File: src/rtl/addsub_pkg.sv
package addsub_pkg;
    typedef enum logic {
        OP_ADD = 1'b0,
        OP_SUB = 1'b1
    } op_e;
endpackage

File: src/rtl/addsub_fa_cell.sv
module addsub_fa_cell (
    input  logic x_i,
    input  logic y_i,
    input  logic c_i,
    output logic s_o,
    output logic c_o
);
    always_comb begin
        s_o = x_i ^ y_i ^ c_i;
        c_o = (x_i & y_i) | (x_i & c_i) | (y_i & c_i);
    end
endmodule

File: src/rtl/addsub_ripple.sv
module addsub_ripple #(
    parameter int N = 8
) (
    input  logic [N-1:0]    a_i,
    input  logic [N-1:0]    b_i,
    input  addsub_pkg::op_e mode_i,
    output logic [N-1:0]    sum_o,
    output logic            b_eff_msb_o,
    output logic            carry_top_o
);
    logic [N-1:0] b_eff_d;
    logic [N:0]   chain_d;

    always_comb begin
        b_eff_d    = b_i ^ {N{mode_i == addsub_pkg::OP_SUB}};
        chain_d[0] = (mode_i == addsub_pkg::OP_SUB);
    end

    for (genvar g = 0; g < N; g++) begin : g_cell
        addsub_fa_cell cell_i (
            .x_i (a_i[g]),
            .y_i (b_eff_d[g]),
            .c_i (chain_d[g]),
            .s_o (sum_o[g]),
            .c_o (chain_d[g+1])
        );
    end

    assign b_eff_msb_o = b_eff_d[N-1];
    assign carry_top_o = chain_d[N];
endmodule

File: src/rtl/addsub_ext_flags.sv
module addsub_ext_flags #(
    parameter int N = 8
) (
    input  logic         a_msb_i,
    input  logic         b_eff_msb_i,
    input  logic         sum_msb_i,
    input  logic         carry_top_i,
    output logic [N-1:0] hi_o,
    output logic         ovf_o,
    output logic         carry_o
);
    typedef struct packed {
        logic [N-1:0] hi;
        logic         ovf;
        logic         carry;
    } ext_t;

    ext_t ext_d;

    always_comb begin
        ext_d       = '0;
        ext_d.ovf   = (a_msb_i == b_eff_msb_i) && (sum_msb_i != a_msb_i);
        ext_d.hi    = {N{sum_msb_i ^ ext_d.ovf}};
        ext_d.carry = carry_top_i;
    end

    assign hi_o    = ext_d.hi;
    assign ovf_o   = ext_d.ovf;
    assign carry_o = ext_d.carry;
endmodule

File: src/rtl/addsub_wide.sv
module addsub_wide #(
    parameter int N = 8
) (
    input  logic [N-1:0] op_a,
    input  logic [N-1:0] op_b,
    input  logic         sub_mode,
    output logic [N-1:0] res_lo,
    output logic [N-1:0] res_hi,
    output logic         carry_out,
    output logic         ovf
);
    addsub_pkg::op_e mode_d;
    logic [N-1:0]    sum_d;
    logic            b_eff_msb_d;
    logic            carry_top_d;

    assign mode_d = addsub_pkg::op_e'(sub_mode);

    addsub_ripple #(.N(N)) ripple_i (
        .a_i         (op_a),
        .b_i         (op_b),
        .mode_i      (mode_d),
        .sum_o       (sum_d),
        .b_eff_msb_o (b_eff_msb_d),
        .carry_top_o (carry_top_d)
    );

    addsub_ext_flags #(.N(N)) flags_i (
        .a_msb_i     (op_a[N-1]),
        .b_eff_msb_i (b_eff_msb_d),
        .sum_msb_i   (sum_d[N-1]),
        .carry_top_i (carry_top_d),
        .hi_o        (res_hi),
        .ovf_o       (ovf),
        .carry_o     (carry_out)
    );

    assign res_lo = sum_d;
endmodule

File: config.mk
export PLATFORM = sky130hd
export DESIGN_NAME = addsub_wide
export DESIGN_NICKNAME = d
export VERILOG_FILES = /design/src/rtl/addsub_pkg.sv /design/src/rtl/addsub_fa_cell.sv /design/src/rtl/addsub_ripple.sv /design/src/rtl/addsub_ext_flags.sv /design/src/rtl/addsub_wide.sv
export SDC_FILE = /design/constraint.sdc
export NUM_CORES = 1
export LEC_CHECK = 0
export BUFFER_PORTS_ARGS = -buffer_cell sky130_fd_sc_hd__buf_4
export CAP_MARGIN = 20
export CORE_AREA = 2 2 39 41
export DETAILED_ROUTE_END_ITERATION = 8
export DIE_AREA = 0 0 41 43
export PLACE_DENSITY = 0.79
export SETUP_SLACK_MARGIN = 0.05
export SLEW_MARGIN = 20
export SYNTH_ARGS = -nofsm -noshare
export SYNTH_HDL_FRONTEND = slang
export SYNTH_SLANG_ARGS = --single-unit
File: constraint.sdc
create_clock -name vclk -period 4.75
set_clock_uncertainty 0.1 [all_clocks]
set_input_delay 0.95 -clock vclk [all_inputs]
set_output_delay 0.95 -clock vclk [all_outputs]
set_load 0.01 [all_outputs]
==> impl_table.tex <==
\begin{tabular}{lr}
\hline
Metric & Value \\
\hline
\multicolumn{2}{l}{\textbf{Hold path}} \\
WHS Endpoint & res\_lo[0] \\
Worst min-delay path class & in -> out \\
Hold path start & op\_b[0] \\
Depth of the worst hold-timing path & 4 \\
\multicolumn{2}{l}{\textbf{Global routing}} \\
First-pass GRT wire length & 1020 um \\
Maximum number of pins on one net before global-route repair & 9 \\
Met2 layer usage reported by global route & 18.1\% \\
Gr usage total & 7.97\% \\
Busiest layer in global routing & met2 \\
Initial antenna violation count & 0 \\
Final global-route overflow total & 0 \\
Via count of the first global-routing pass & 280 \\
Global-route met3 utilization & 1.05\% \\
Global-route track usage on met1 & 6.21\% \\
\multicolumn{2}{l}{\textbf{Timing}} \\
Hold Worst Slack & 2160 ps \\
Time the final worst path needs with I/O delays and setup & 5010 ps \\
Number of hold violations in the final report & 0 \\
Setup WS post-layout & -257 ps \\
Final number of setup-violating endpoints & 2 \\
Max-slew violations & 0 \\
Maximum clock frequency & 200 MHz \\
Setup repair after global routing missed its margin & yes \\
Transition at the pin with the smallest max-transition slack & 233 ps \\
Max-slew headroom at the worst pin & 84.4\% \\
Final cycle utilization of the critical path & 105\% \\
\multicolumn{2}{l}{\textbf{Floorplanning}} \\
Total Die Area & 1760 um2 \\
Placeable core area & 1380 um2 \\
I/O pins & 35 \\
Floorplan die width & 41 um \\
Starting density of the core & 30.3\% \\
Placement row count & 14 \\
Die span in y & 43 um \\
\multicolumn{2}{l}{\textbf{Synthesis}} \\
Distinct cell type count of the synthesized netlist & 9 \\
Cell area after synthesis & 419 um2 \\
Number of standard cells after synthesis & 46 \\
Syn nets & 71 \\
Share of the yosys chip area belonging to registers & 0\% \\
Number of warnings reported in the yosys synthesis log & 0 \\
Syn avg cell area & 9.11 um2 \\
\multicolumn{2}{l}{\textbf{Cells and area}} \\
FF/Latch Area & 0 um2 \\
Antenna Cells & 0 \\
Clock tree buffer count of the final layout & 0 \\
Number of nets in the finished design & 97 \\
Count of filler cells inserted in the layout & 142 \\
Commonest cells after routing, fill and taps aside & buf\_4 (36), inv\_1 (8), fa\_2 (6) \\
Area growth, synth to finish & 58.5\% \\
Share of layout cells above drive strength 1 & 74.3\% \\
Most common library cell in the layout ignoring fill and taps & buf\_4 \\
Seq cells & 0 \\
\multicolumn{2}{l}{\textbf{Critical path}} \\
Biggest fanout along the worst timing path & 2 \\
Worst Path Required & 3700 ps \\
Arrival time reported for the critical path endpoint & 3960 ps \\
Element type at the critical path end & output pin \\
Startpoint class of the critical path & input pin \\
WS Path Type & in -> out \\
\multicolumn{2}{l}{\textbf{Pwr}} \\
Static power due to leakage & 0.347 nW \\
Worst IR Drop VDD & 0.0000960 V \\
PD cells & 210 nW/um2 \\
Proportion of total power due to net switching & 43.4\% \\
Combinational cell fraction of total power & 100.0\% \\
Portion of total power attributed to the clock network & 0\% \\
Internal power summed over all cells & 79.1 uW \\
Switch Pwr & 60.6 uW \\
Part of the power in registers & 0\% \\
Total power & 140 uW \\
\multicolumn{2}{l}{\textbf{Detailed routing}} \\
Routed wire per std cell & 9.17 um \\
Pre-Repair DR Iteration Count & 1 \\
Number of antenna-violating nets in the routed design & 0 \\
Total number of vias & 341 \\
Vias per cell & 3.97 \\
DRC violation count after routing & 0 \\
First-iteration detailed-routing DRC count & 0 \\
WL final & 789 um \\
\multicolumn{2}{l}{\textbf{Placed design}} \\
Detailed placer's ending HPWL & 752 um \\
Port Buffer Count & 35 \\
Final weighted congestion in routability-driven placement & 0.629 \\
\multicolumn{2}{l}{\textbf{Outcome}} \\
Result of the run & finished, violations left \\
Failing checks & negative setup slack \\
\multicolumn{2}{l}{\textbf{Flow run}} \\
Number of max-cap violations & 0 \\
\multicolumn{2}{l}{\textbf{Clocking}} \\
Number of buffers inserted by hold repair at cts & 0 \\
\hline
\end{tabular}
critical path, cell delays in order:
cell and delay, ps:
buf_6 90, mux2_4 200, fa_2 210, fa_2 190
inv_2 40, fa_2 340, fa_2 390, fa_2 340
fa_2 350, inv_2 60, fa_1 430, xnor2_1 150
nor2_1 90, buf_4 120
power groups by stage:
stage | Sequential [mW] | Clock (mW) | Combinational [mW]
6_report | 0 | 0 | 0.140
5_1_grt | 0 | 0 | 0.152
4_1_cts | 0 | 0 | 0.143
3_5_place_dp | 0 | 0 | 0.138
3_3_place_gp | 0 | 0 | 0.132
2_1_floorplan | 0 | 0 | 0.102
what timing repair did:
item                       4_1_cts  5_1_grt
pin swaps                        1        3
gates resized for setup          8        0
setup buffers                    0        1
setup endpoints to repair       10       10
hold endpoints to repair         0        0
kinds of logic (layout without fill, tap and decap cells):
logic type | count (synthesis) | after routing | synth area share [%]
xor+xnor | 9 | 9 | 18.8
buf+inv | 26 | 50 | 38.5
mux | 2 | 2 | 5.37
fa+ha+maj | 8 | 8 | 36.4
simple gates | 1 | 1 | 0.895
routing by layer:
layer	share of wire, %	up-vias	wire (um)
met3	15	0	119
met4	0	0	0
met5	0	-	0
met1	28	153	222
li1	-	161	-
met2	57	27	447
layout make-up:
class	count	area (um2)	share of cell area, %
repair buffers	40	315	47.5
multi-input cells	20	292	43.9
well taps	16	20.0	3.01
inverters	10	37.5	5.65
how the worst max path moves through the flow:
stage	start	end	slack (ps)
finish	op_b[0]	ovf	-260
floorplan	sub_mode	ovf	-130
global placement	op_b[0]	ovf	-260
CTS	op_b[1]	ovf	-300
global route	op_b[0]	ovf	-380
detailed placement	op_b[0]	ovf	-310
cell usage after synthesis:
master / count / share of area, %
buf_4: 15 / 27
inv_1: 10 / 9.0
xor2_1: 4 / 8.4
xnor2_1: 5 / 10
fa_1: 7 / 33
nor2_1: 1 / 0.89
buf_6: 1 / 2.7
mux2_2: 2 / 5.4
ha_1: 1 / 3.0
through the flow:
| stage | area (um2) | setup slack, ps | std cells | TNS (ps) | util [%] |
|---|---|---|---|---|---|
| 3_3_place_gp | 636 | -264 | 86 | -432 | 45.9 |
| 5_1_grt | 664 | -383 | 86 | -640 | 48.0 |
| 4_1_cts | 664 | -304 | 86 | -491 | 48.0 |
| 6_report | 664 | -257 | 86 | -421 | 48.0 |
| 2_1_floorplan | 448 | -127 | 46 | -127 | - |
| 3_5_place_dp | 636 | -312 | 86 | -528 | 45.9 |
(Power assumes the default switching activity.)
